**src/rtl/byarb_pkg.sv**
```systemverilog
package byarb_pkg;

    typedef enum logic [1:0] {
        ST_OWN     = 2'd0,
        ST_DRAIN   = 2'd1,
        ST_YIELD   = 2'd2,
        ST_RECLAIM = 2'd3
    } arb_state_e;

    typedef struct packed {
        arb_state_e state;
        logic       ack;
    } fsm_regs_t;

    typedef struct packed {
        logic ad_oe;
        logic strobe_oe;
        logic strobe_keep;
        logic breq;
    } drv_regs_t;

endpackage

```
**src/rtl/byarb_sync.sv**
```systemverilog
module byarb_sync #(
    parameter int STAGES = 2
) (
    input  logic clk,
    input  logic rst_n,
    input  logic d_i,
    output logic q_o
);
    logic [STAGES-1:0] sh_q;

    generate
        if (STAGES == 1) begin : g_single
            always_ff @(posedge clk or negedge rst_n) begin
                if (!rst_n) sh_q <= '0;
                else        sh_q <= d_i;
            end
        end else begin : g_chain
            always_ff @(posedge clk or negedge rst_n) begin
                if (!rst_n) sh_q <= '0;
                else        sh_q <= {sh_q[STAGES-2:0], d_i};
            end
        end
    endgenerate

    assign q_o = sh_q[STAGES-1];
endmodule

```
**src/rtl/byarb_fsm.sv**
```systemverilog
module byarb_fsm
    import byarb_pkg::*;
(
    input  logic clk,
    input  logic rst_n,
    input  logic hold_s_i,
    input  logic cyc_active_i,
    input  logic cyc_end_i,
    input  logic cyc_chain_i,
    output logic yield_next_o,
    output logic hold_ack_o,
    output logic cyc_start_ok_o
);
    fsm_regs_t r_d, r_q;
    logic      boundary;

    always_comb begin
        r_d      = r_q;
        boundary = !cyc_active_i || (cyc_end_i && !cyc_chain_i);
        unique case (r_q.state)
            ST_OWN:     if (hold_s_i) r_d.state = boundary ? ST_YIELD : ST_DRAIN;
            ST_DRAIN:   if (!hold_s_i)    r_d.state = ST_OWN;
                        else if (boundary) r_d.state = ST_YIELD;
            ST_YIELD:   if (!hold_s_i) r_d.state = ST_RECLAIM;
            ST_RECLAIM: r_d.state = ST_OWN;
            default:    r_d.state = ST_OWN;
        endcase
        r_d.ack = (r_d.state == ST_YIELD);
    end

    always_ff @(posedge clk or negedge rst_n) begin
        if (!rst_n) begin
            r_q.state <= ST_OWN;
            r_q.ack   <= 1'b0;
        end else begin
            r_q <= r_d;
        end
    end

    assign yield_next_o   = r_d.ack;
    assign hold_ack_o     = r_q.ack;
    assign cyc_start_ok_o = (r_q.state == ST_OWN) && !hold_s_i;

    // release only follows a legal, unchained boundary
    assert_release_at_boundary_R4: assert property (@(posedge clk) disable iff (!rst_n)
        $rose(hold_ack_o) |-> $past(!cyc_active_i || (cyc_end_i && !cyc_chain_i)));

    assert_no_start_while_held_R3: assert property (@(posedge clk) disable iff (!rst_n)
        hold_ack_o |-> !cyc_start_ok_o);

    assert_reclaim_gap_R8: assert property (@(posedge clk) disable iff (!rst_n)
        $fell(hold_ack_o) |-> !cyc_start_ok_o);
endmodule

```
**src/rtl/byarb_drive.sv**
```systemverilog
module byarb_drive
    import byarb_pkg::*;
#(
    parameter int AD_WIDTH    = 16,
    parameter int NUM_STROBES = 5
) (
    input  logic                   clk,
    input  logic                   rst_n,
    input  logic                   yield_next_i,
    input  logic                   access_pending_i,
    output logic [AD_WIDTH-1:0]    ad_oe_o,
    output logic [NUM_STROBES-1:0] strobe_oe_o,
    output logic [NUM_STROBES-1:0] strobe_keep_o,
    output logic                   bus_req_o
);
    drv_regs_t r_d, r_q;

    always_comb begin
        r_d.ad_oe       = !yield_next_i;
        r_d.strobe_oe   = !yield_next_i;
        r_d.strobe_keep = yield_next_i;
        r_d.breq        = yield_next_i && access_pending_i;
    end

    always_ff @(posedge clk or negedge rst_n) begin
        if (!rst_n) begin
            r_q.ad_oe       <= 1'b1;
            r_q.strobe_oe   <= 1'b1;
            r_q.strobe_keep <= 1'b0;
            r_q.breq        <= 1'b0;
        end else begin
            r_q <= r_d;
        end
    end

    assign ad_oe_o       = {AD_WIDTH{r_q.ad_oe}};
    assign strobe_oe_o   = {NUM_STROBES{r_q.strobe_oe}};
    assign strobe_keep_o = {NUM_STROBES{r_q.strobe_keep}};
    assign bus_req_o     = r_q.breq;
endmodule

```
**src/rtl/bus_yield_arbiter.sv**
```systemverilog
module bus_yield_arbiter #(
    parameter int SYNC_STAGES = 2,
    parameter int AD_WIDTH    = 16,
    parameter int NUM_STROBES = 5
) (
    input  logic                   clk,
    input  logic                   rst_n,
    input  logic                   hold_req_i,
    input  logic                   cyc_active_i,
    input  logic                   cyc_end_i,
    input  logic                   cyc_chain_i,
    input  logic                   access_pending_i,
    output logic                   hold_ack_o,
    output logic                   bus_req_o,
    output logic                   cyc_start_ok_o,
    output logic [AD_WIDTH-1:0]    ad_oe_o,
    output logic [NUM_STROBES-1:0] strobe_oe_o,
    output logic [NUM_STROBES-1:0] strobe_keep_o
);
    logic hold_s;
    logic yield_next;

    byarb_sync #(.STAGES(SYNC_STAGES)) u_sync (
        .clk   (clk),
        .rst_n (rst_n),
        .d_i   (hold_req_i),
        .q_o   (hold_s)
    );

    byarb_fsm u_fsm (
        .clk            (clk),
        .rst_n          (rst_n),
        .hold_s_i       (hold_s),
        .cyc_active_i   (cyc_active_i),
        .cyc_end_i      (cyc_end_i),
        .cyc_chain_i    (cyc_chain_i),
        .yield_next_o   (yield_next),
        .hold_ack_o     (hold_ack_o),
        .cyc_start_ok_o (cyc_start_ok_o)
    );

    byarb_drive #(.AD_WIDTH(AD_WIDTH), .NUM_STROBES(NUM_STROBES)) u_drive (
        .clk              (clk),
        .rst_n            (rst_n),
        .yield_next_i     (yield_next),
        .access_pending_i (access_pending_i),
        .ad_oe_o          (ad_oe_o),
        .strobe_oe_o      (strobe_oe_o),
        .strobe_keep_o    (strobe_keep_o),
        .bus_req_o        (bus_req_o)
    );

    assert_float_when_held_R6: assert property (@(posedge clk) disable iff (!rst_n)
        hold_ack_o |-> (ad_oe_o == '0 && strobe_oe_o == '0 && strobe_keep_o == '1));

    assert_driven_when_owned_R6: assert property (@(posedge clk) disable iff (!rst_n)
        !hold_ack_o |-> (ad_oe_o == '1 && strobe_oe_o == '1 && strobe_keep_o == '0));

    assert_breq_only_held_R7: assert property (@(posedge clk) disable iff (!rst_n)
        bus_req_o |-> hold_ack_o);
endmodule

```
**config.mk**
```make
export PLATFORM = sky130hd
export DESIGN_NAME = bus_yield_arbiter
export DESIGN_NICKNAME = d
export VERILOG_FILES = /design/src/rtl/byarb_pkg.sv /design/src/rtl/byarb_sync.sv /design/src/rtl/byarb_fsm.sv /design/src/rtl/byarb_drive.sv /design/src/rtl/bus_yield_arbiter.sv
export SDC_FILE = /design/constraint.sdc
export NUM_CORES = 1
export LEC_CHECK = 0
export ABC_AREA = 1
export BUFFER_PORTS_ARGS = -buffer_cell sky130_fd_sc_hd__buf_2
export CORE_AREA = 2 2 39 41
export CTS_CLUSTER_SIZE = 14
export DETAILED_ROUTE_END_ITERATION = 16
export DIE_AREA = 0 0 41 43
export PLACE_DENSITY = 0.72
export SETUP_SLACK_MARGIN = 0.3
export SLEW_MARGIN = 10
export SYNTH_ARGS = -nofsm -noshare
export SYNTH_HDL_FRONTEND = slang
export SYNTH_SLANG_ARGS = --single-unit
```
**constraint.sdc**
```tcl
create_clock -name clk -period 1.3 [get_ports clk]
set_input_delay 0.065 -clock clk [delete_from_list [all_inputs] [get_ports clk]]
set_output_delay 0.065 -clock clk [all_outputs]
set_load 0.01 [all_outputs]
```
[Word-level counts from Yosys, hierarchy flattened]
Index checks and enable logic that the tools add are counted.
Widths: inputs -> output; s select.
Operators by class
  add/sub/neg operators: 0
  multipliers: 0
  div/mod/pow operators: 0
  order comparisons: 0
  eq/ne operators: 4
  shift operators: 0
  muxes and demuxes: 6
  bitwise operators: 0
  reduce and logical (&&, ||, !) cells: 9
Operator list (count)
  $mux 2: 5
  $pmux 2 s4: 1
  $eq 2x2->1 const B: 3
  $logic_not 1->1: 4
  $logic_and 1x1->1: 3
  $eq 2x1->1 const B: 1
  $logic_not 2->1: 1
  $logic_or 1x1->1: 1
Storage, ports and cells
  flip-flop bits (word level): 7
  latch bits: 0
  memory bits (writable): 0
  ROM bits: 0
  output and inout bits: 29
  logic and storage cells: 24
  memories kept: 0

[Longest topological paths before layout]
Gate-level depths: netlist of the first run.
  depth after elaboration: 8
  depth in mapped cells: 7
  gate-level depth less buffers: 7

[Hierarchy]
From an unflattened synthesis of the first run, not the netlist that was laid out.
Unflattened totals
  cell total of the unflattened synthesis: 49
  area total of the unflattened synthesis: 469.2 um^2
Modules (own cells, without submodules)
  byarb_drive: times used 1, cells an instance 30, area an instance 267.8 um^2, seq. area each 76.3 um^2
  byarb_fsm: times used 1, cells an instance 17, area an instance 151.4 um^2, seq. area each 75.1 um^2
  byarb_sync: times used 1, cells an instance 2, area an instance 50.0 um^2, seq. area each 50.0 um^2

[Least setup slack after synthesis of the first run]
Ideal clock, no wire load.
  kind: reg2out
  start point: register u_drive.r_q, in the netlist u_drive.ad_oe_o[0]
  end point: output port ad_oe_o[10]
  arrival time: 0.873 ns
  slack: 0.362 ns
  cell stages (with the launch flop): 2
  path buffers: 1
  cells stage by stage: dfstp_2 buf_4
RTL lines
  start: declaration: RTL line byarb_drive.sv:16  | drv_regs_t r_d, r_q;
  start signal: assignment: RTL line byarb_drive.sv:32  | r_q <= r_d;
  end: declaration: RTL line bus_yield_arbiter.sv:16  | output logic [AD_WIDTH-1:0] ad_oe_o,
No word-level cell between the ends.

==> results.toml, run 1 <==
[finish]
layout.nets = 80
area_growth_pct = 35.3
fin_cells = 88
fillers = 136
drive_gt1_frac = 0.806
antenna_cells = 0

[floorplanning]
ioPinCount = 36
dieArea_um2 = 1760
num_rows = 14
start_util = 0.335
dieHeight_um = 43
core_area_um2 = 1380
die_w_um = 41

[power]
p_leak_nw = 0.358
clkPwrFrac = 0.113
finalPower_mw = 1.64
vdd_drop_max_mv = 0.991
pwr-share-seq = 0.222
power.switching_uw = 698
p_int_uw = 943
p_sw_frac = 0.425
combPwrFrac = 0.665
power_density_nw_per_um2 = 2610

[clock_tree]
clk_latency_ps = 240
htree_levels = 1
clock_sinks = 7
clk_pin_slew_ps = 50
cts_made_buffers = 3
clockBufferDepth = 2
cts-root-buf = "clkbuf_4"
cts_tree = "yes"

[yosys]
netlist.area_leader.share = 0.404
syn-num-nets = 58
synthesis.area_um2 = 464
ys_types = 12
synth_area_leader_cell = "buf_4"
ys_seq_area_frac = 0.380
ys_ff_latch = 7
synth.area.top_cells = "buf_4, dfrtp_1, dfstp_2, inv_1, nand2_2"
ys_warn_count = 0
syn_inst = 51
synth.avg_cell_area_um2 = 9.10

[placement]
dp_hpwl_um = 488
placedCellCount = 77
io_buffers = 35
gp_congestion = 0.687

[global_routing]
grt_pass1_wl_um = 1080
grt.total_usage = 0.0935
gr-total-overflow = 0
grt_max_degree = 11
grt_pass1_vias = 274
antenna_found_initial = 0

[timing]
setup_viol = 0
finalHoldViolations = 0
fmaxAchievable_ghz = 0.905
rsz0062_at_grt = "true"
finalClockSkew_ps = 2.35
fin_crit_ps = 1100
slew_headroom = 0.895
fin_setup_tns_ps = 0
worst-slew-pin-transition_ps = 157
period_share = 0.850
slew_violations = 0

[critical_path]
reg2reg_slack_ps = 310
crit_fanout = 3
critPathKind = "flop to output port"
worstSetupStartpointType = "flop"
reg2reg_to = "u_drive.bus_req_o$_DFF_PN0_"
cp.arrival_ps = 1040
cp-end-kind = "output port"
rr_worst_depth = 6
crit_required_ps = 1240
r2r-start = "u_sync.sh_q[1]$_DFF_PN0_"

[route]
wl_met2_um = 390
drt_wl_total_um = 706
dr.pass1.iters = 2
post-route-drc-count = 0
vias_per_cell = 3.76
drt_iter0_drc = 1
top_layer = "met3"
met3WireLength_um = 77
wl_met1_um = 238
routedWlPerCell_um = 8.02
vias = 331
antenna_left = 0

[hold_path]
hold_start = "access_pending_i"
min_to = "u_drive.bus_req_o$_DFF_PN0_"
min_path_cells = 3
hp-class = "input port to flop"

[flow_run]
maxCapViolations = 0

[run_status]
status = "complete, no violations"
==> synth_stat cells <==
cell type,instances
buf_4,25
dfrtp_1,6
dfstp_2,1
inv_1,6
inv_2,1
nand2_1,3
nand2_2,3
nand2_4,1
nor2_1,1
nor2_2,2
nor2_4,1
nor3_1,1
==> worst max-delay path, stage by stage, from the launching register on <==
cell     delay [ps]
dfstp_2         550
buf_4           130
buf_2           120
==> how the worst max path moves through the flow <==
stage | start | to | slack (ps) | depth (start not counted)
global route | u_drive.ad_oe_o[0]$_DFF_PN1_ | ad_oe_o[8] | 130 | 2
floorplan | u_drive.ad_oe_o[0]$_DFF_PN1_ | ad_oe_o[10] | 360 | 1
finish | u_drive.ad_oe_o[0]$_DFF_PN1_ | strobe_oe_o[1] | 200 | 2
global placement | u_fsm.r_q[1]$_DFF_PN0_ | u_drive.bus_req_o$_DFF_PN0_ | 380 | 6
CTS | u_drive.ad_oe_o[0]$_DFF_PN1_ | ad_oe_o[3] | 180 | 2
detailed placement | u_fsm.r_q[1]$_DFF_PN0_ | u_drive.bus_req_o$_DFF_PN0_ | 370 | 6
==> power by group through the flow <==
| stage | combinational [mW] | sequential [mW] | clock, mW |
|---|---|---|---|
| after global routing | 1.22 | 0.380 | 0.206 |
| after CTS | 0.995 | 0.358 | 0.198 |
| after global placement | 0.785 | 0.394 | 0 |
| after floorplan | 0.849 | 0.422 | 0 |
| after detailed placement | 0.785 | 0.403 | 0 |
| final | 1.09 | 0.364 | 0.185 |
==> layout make-up <==
type / instances / area [um^2] / share of cell area
Timing Repair Buffer: 42 / 275 / 0.438
Clock buffer: 4 / 26.3 / 0.0418
Tap cell: 16 / 20.0 / 0.0319
Inverter: 7 / 26.3 / 0.0418
Sequential cell: 7 / 176 / 0.281
Multi-Input combinational cell: 12 / 104 / 0.165
==> per-stage QoR <==
stage	hold slack [ps]	setup WS [ps]	area (um^2)	util
after global placement	-102	379	472	0.341
after CTS	31.8	183	581	0.420
after floorplan	-231	362	464	-
after detailed placement	-99.3	366	472	0.341
after global routing	46.7	131	628	0.454
final	38.7	195	628	0.454
==> registers in the layout, summed over array words and instances (netlist names) <==
register / cells
u_sync.sh_q: 2
u_drive.ad_oe_o: 1
u_drive.strobe_keep_o: 1
u_drive.bus_req_o: 1
u_fsm.r_q: 2
==> placed cells by master, fill, tap and decap left out <==
cell type / count
clkbuf_1: 1
dfstp_2: 1
buf_6: 8
nand2_4: 3
buf_4: 2
nor2_4: 3
nand2_2: 2
inv_2: 4
dfrtp_1: 6
buf_2: 30
nor2_2: 1
dlygate4sd3_1: 2
clkbuf_4: 3
nand2_1: 2
inv_1: 3
nor3_2: 1
==> metal layers <==
layer,vias up,GRT usage
met2,22,0.144
met3,0,0.0157
met1,145,0.104
li1,164,-
met5,-,0
met4,0,0.0800
==> cell families (layout without fill, tap and decap cells) <==
logic type | Yosys count | count (layout) | share of synthesized area
buf+inv | 32 | 53 | 0.461
simple gates | 12 | 12 | 0.159
flops | 7 | 7 | 0.380
==> timing repair <==
item / 4_1_cts / 5_1_grt
hold buffers: 2 / 0
setup buffers: 5 / 0
pin swaps: 1 / 3
endpoints found under the setup margin: 22 / 26
resized for setup: 6 / 15
endpoints found under the hold margin: 8 / 0
(Power assumes the default switching activity.)
==> inputs of run 2 (changes only) <==
ABC_AREA = 0   (was 1)
CORE_AREA = not set   (was 2 2 39 41)
CORE_MARGIN = 2   (was not set)
CORE_UTILIZATION = 33   (was not set)
DIE_AREA = not set   (was 0 0 41 43)
clock period = 0.96 ns   (was 1.3 ns; I/O delays follow)
==> results.toml, run 2 <==
[timing]
slew_violations = 0
finalClockSkew_ps = 4.34
finalHoldViolations = 0
fmaxAchievable_ghz = 0.886
period_share = 1.18
setup_viol = 23
rsz0062_at_grt = "true"
slew_headroom = 0.882
worst-slew-pin-transition_ps = 178
fin_crit_ps = 1130
timing.final.ws_setup_ps = -169

[critical_path]
critPathKind = "flop to output port"
critPathLaunch = "u_drive.ad_oe_o[0]$_DFF_PN1_"
crit_required_ps = 910
cp_slowest_cell = "dfstp_4"
cp-end-kind = "output port"
path_delay_family = "flip-flops"
cp.arrival_ps = 1080
crit_fanout = 21
crit_buf_inv = 1
worstSetupStartpointType = "flop"
r2r-start = "u_sync.sh_q[1]$_DFF_PN0_"
slowest_delay_ps = 680
worstPathCellList = "buf_2"

[yosys]
ys_types = 14
synth_compound_area_frac = 0.106
synth_mux_area_frac = 0
synth_simple_gate_area_share = 0.0788
synth.area.top_cells = "buf_4, dfrtp_1, dfstp_2, nor2b_4, a32o_2"
synth.most_common_cell = "buf_4"
ys_warn_count = 0
synthAdderAreaFrac = 0
synth_edf_count = 0
synth_top_family_by_area = "buffers and inverters"
yosys.area_share.xor_xnor = 0
netlist.area_leader.share = 0.424
syn-num-nets = 52
synth-main-ff-cell = "dfrtp_1"
synth.avg_cell_area_um2 = 10.2
ys_seq_area_frac = 0.383
synthArstFlopShare = 1.00
synthesis.area_um2 = 460
synth_area_leader_cell = "buf_4"
syn_inst = 45
synth_common_cells = "buf_4, dfrtp_1, nand2_1"
ys_ff_latch = 7

[clock_tree]
cts-root-buf = "clkbuf_4"
htree_levels = 1
cts_made_buffers = 3
clk_pin_slew_ps = 50
clockBufferDepth = 2
clock_sinks = 7
cts_tree = "yes"
clk_latency_ps = 250

[hold_path]
hold_start = "access_pending_i"
hp-class = "input port to flop"

[placement]
io_buffers = 35
placedCellCount = 70
dp_hpwl_um = 509
gp_congestion = 0.643

[global_routing]
grt.total_usage = 0.0955
grt_pass1_vias = 236
grt_max_degree = 22
grt_pass1_wl_um = 938
antenna_found_initial = 0
gr-total-overflow = 0

[floorplanning]
core_area_um2 = 1300
ioPinCount = 36
start_util = 0.354
die_w_um = 41.4
num_rows = 13
dieHeight_um = 41.4
dieArea_um2 = 1710

[finish]
fin_cells = 79
layout.nets = 72
layout_commonest_cell = "buf_2"
utilization = 0.435
layout_common_cells = "buf_2, dfrtp_1, clkbuf_4, buf_6"
area_growth_pct = 22.8
top_regs = "u_fsm.r_q (2), u_sync.sh_q (2)"
antenna_cells = 0
fillers = 124
drive_gt1_frac = 0.766

[route]
drt_wl_total_um = 716
routedWlPerCell_um = 9.06
antenna_left = 0
drt_iter0_drc = 0
post-route-drc-count = 0
vias = 327
dr.pass1.iters = 1
vias_per_cell = 4.14

[flow_run]
maxCapViolations = 0

[power]
vdd_drop_max_mv = 1.47
p_leak_nw = 0.314
power_density_nw_per_um2 = 2630

[run_status]
violations = "negative setup slack"
status = "finished with violations"
## run 2: changes by cell type after synthesis, sizes merged
cell	delta
inv	-6
nand2	-5
nor2	-3
a22o	+1
a32o	+1
buf	+1
nand2b	+1
nor2b	+1
o2111a	+1
o211a	+1
o211ai	+1
## run 2: path summary, 6_finish.rpt
kind                                                     end  slack (ps)  depth (start not counted)
max in group asynchronous       u_drive.ad_oe_o[0]$_DFF_PN1_         570                          2
worst min register to register      u_sync.sh_q[1]$_DFF_PN0_         350                          0
min in group asynchronous             u_fsm.r_q[1]$_DFF_PN0_         160                          2
worst max-delay path                              ad_oe_o[3]        -170                          1
worst max register to register        u_fsm.r_q[1]$_DFF_PN0_         -30                          3
worst min-delay path             u_drive.bus_req_o$_DFF_PN0_          70                          2
## run 2: cell families after synthesis
group           Yosys count
flops                     7
buf+inv                  27
simple gates              6
compound gates            5
## run 2: layer usage
layer,vias to the layer above,share of wire,GRT usage
li1,159,-,-
met1,134,0.36,0.0940
met2,32,0.45,0.141
met3,2,0.18,0.0638
met4,0,0.014,0.0726
met5,-,0,0
## run 2: where the power goes
group | leakage (nW) | internal (mW) | switching, mW | total [mW]
Combinational | 0.217 | 0.365 | 0.341 | 0.705
Sequential | 0.0821 | 0.387 | 0.133 | 0.521
Clock | 0.0150 | 0.158 | 0.100 | 0.258
Total | 0.314 | 0.910 | 0.574 | 1.48
## run 2: timing repair
action                                  in CTS  in global routing
hold buffers                                 2                  0
endpoints found under the setup margin      34                 34
resized for setup                            2                  3
pin swaps                                    1                  3
hold endpoints to repair                     8                  0
buffers inserted                             0                  3
gates cloned                                 0                  0
## run 2: cell type report
class,count,area (um^2),area share
Tap cell,15,18.8,0.0332
Timing Repair Buffer,41,236,0.418
Clock buffer,4,26.3,0.0465
Inverter,1,3.75,0.00664
Multi-Input combinational cell,11,97.6,0.173
Sequential cell,7,183,0.323
## run 2: through the flow
stage / hold WS (ps) / total power [mW] / setup TNS [ps] / cell area (um^2) / worst slack, ps
after floorplan: -248 / 1.23 / 0 / 484 / 64.7
final: 73.8 / 1.48 / -3650 / 566 / -169
after global placement: -115 / 1.13 / 0 / 483 / 23.0
after CTS: 37.9 / 1.42 / -4010 / 532 / -186
after detailed placement: -111 / 1.14 / 0 / 483 / 5.99
after global routing: 57.9 / 1.63 / -5580 / 566 / -264
==> inputs of run 3 (changes only) <==
BUFFER_PORTS_ARGS = -buffer_cell sky130_fd_sc_hd__buf_4   (was -buffer_cell sky130_fd_sc_hd__buf_2)
==> results.toml, run 3 (synthesis gave the netlist of run 2 again) <==
[clock_tree]
cts_made_buffers = 3
cts-root-buf = "clkbuf_4"
htree_levels = 1
clk_latency_ps = 250
clockBufferDepth = 2
clk_pin_slew_ps = 50
cts_tree = "yes"
clock_sinks = 7

[finish]
antenna_cells = 0
drive_gt1_frac = 0.778
seq_area_um2 = 184
layout_common_cells = "buf_4, buf_6, clkbuf_4, dfrtp_1, dfrtp_2"
layout_commonest_cell = "buf_4"
multi_input_comb_area_um2 = 97.6
area_growth_pct = 44.6
layout.nets = 71
fin_cells = 78
utilization = 0.512
top_regs = "u_fsm.r_q (2), u_sync.sh_q (2)"
fillers = 124

[floorplanning]
dieHeight_um = 41.4
dieArea_um2 = 1710
start_util = 0.354
num_rows = 13
ioPinCount = 36
core_area_um2 = 1300
die_w_um = 41.4

[power]
pwr-share-seq = 0.321
clkPwrFrac = 0.155
combPwrFrac = 0.524
finalPower_mw = 1.73
vdd_drop_max_mv = 1.10
p_leak_nw = 0.347
power_density_nw_per_um2 = 2600
p_int_mw = 1.11
p_sw_frac = 0.360
power.switching_uw = 622

[critical_path]
worstSetupStartpointType = "flop"
reg2reg_to = "u_fsm.r_q[1]$_DFF_PN0_"
crit_buf_inv = 1
slowest_delay_ps = 710
crit_required_ps = 910
path_delay_family = "flip-flops"
cp_slowest_cell = "dfstp_4"
worstPathCellList = "buf_4"
reg2reg_slack_ps = 60
critPathKind = "flop to output port"
cp.arrival_ps = 1110
rr_worst_depth = 2
critPathLaunch = "u_drive.ad_oe_o[0]$_DFF_PN1_"
cp-end-kind = "output port"
r2r-start = "u_sync.sh_q[1]$_DFF_PN0_"
crit_fanout = 21

[placement]
gp_congestion = 0.659
pre_cts_slack_ps = -6.74
dp_hpwl_um = 577
io_buffers = 35
placedCellCount = 70

[timing]
setup_viol = 22
timing.final.ws_setup_ps = -203
worst-slew-pin-transition_ps = 184
fmaxAchievable_ghz = 0.860
slew_headroom = 0.877
finalClockSkew_ps = 4.80
finalHoldViolations = 0
fin_crit_ps = 1160
slew_violations = 0
hold_ws_ps = 60.9
period_share = 1.21
rsz0062_at_grt = "true"

[route]
dr.pass1.iters = 4
vias_per_cell = 4.42
drt_iter0_drc = 6
vias = 345
routedWlPerCell_um = 10.5
antenna_left = 0
post-route-drc-count = 0
drt_wl_total_um = 818

[hold_path]
hp-class = "input port to flop"
hold_start = "access_pending_i"
min_to = "u_drive.bus_req_o$_DFF_PN0_"
min_path_cells = 2

[global_routing]
grt_pass1_vias = 296
antenna_found_initial = 0
grt_pass1_wl_um = 1150
grt_max_degree = 22
grt.total_usage = 0.112
gr-total-overflow = 0

[run_status]
status = "finished with violations"
violations = "negative setup slack"

[flow_run]
maxCapViolations = 0
[run 3: area by class of cell]
cell class                      instances  share of cell area
Inverter                                1             0.00564
Multi-Input combinational cell         11               0.147
Clock buffer                            4              0.0395
Tap cell                               15              0.0282
Sequential cell                         7               0.276
Timing Repair Buffer                   40               0.504
[run 3: timing repair]
item / CTS / global route
pin swaps: 1 / 3
buffers inserted: 0 / 2
gates resized for setup: 10 / 1
endpoints found under the setup margin: 34 / 34
endpoints found under the hold margin: 8 / 0
hold buffers: 2 / 0
[run 3: worst max-delay path by stage]
| stage | to | slack, ps | cells past startpoint |
|---|---|---|---|
| finish | ad_oe_o[2] | -200 | 1 |
| CTS | ad_oe_o[8] | -220 | 1 |
| global placement | u_fsm.r_q[1]$_DFF_PN0_ | 20 | 2 |
| floorplan | ad_oe_o[11] | 60 | 1 |
| detailed placement | u_fsm.r_q[1]$_DFF_PN0_ | -7 | 2 |
| global route | ad_oe_o[1] | -260 | 1 |
[run 3: layer usage]
metal  share of wire  routed length (um)  GRT usage  vias to the layer above
met5               0                   0          0                        -
met3            0.20                 165     0.0319                        2
met4          0.0098                   8     0.0968                        0
met1            0.32                 262     0.0967                      148
met2            0.47                 382      0.207                       38
li1                -                   -          -                      157
[run 3: stage by stage]
step           cell area (um^2)  setup TNS, ps
4_1_cts                     647          -4740
5_1_grt                     666          -5570
2_1_floorplan               484              0
6_report                    666          -4330
3_5_place_dp                571          -6.74
3_3_place_gp                571              0
[run 3: worst register-to-register path, cell delays in order (launching register included)]
cell     delay, ps
dfrtp_1        410
nor2b_4        140
a32o_2         240
[run 3: power groups by stage]
stage               registers (mW)  logic (mW)  clock network, mW
floorplan                    0.494       0.741                  0
global placement             0.539       0.771                  0
detailed placement           0.554       0.778                  0
CTS                          0.575       0.826              0.280
global route                 0.579       0.984              0.295
finish                       0.554       0.906              0.268
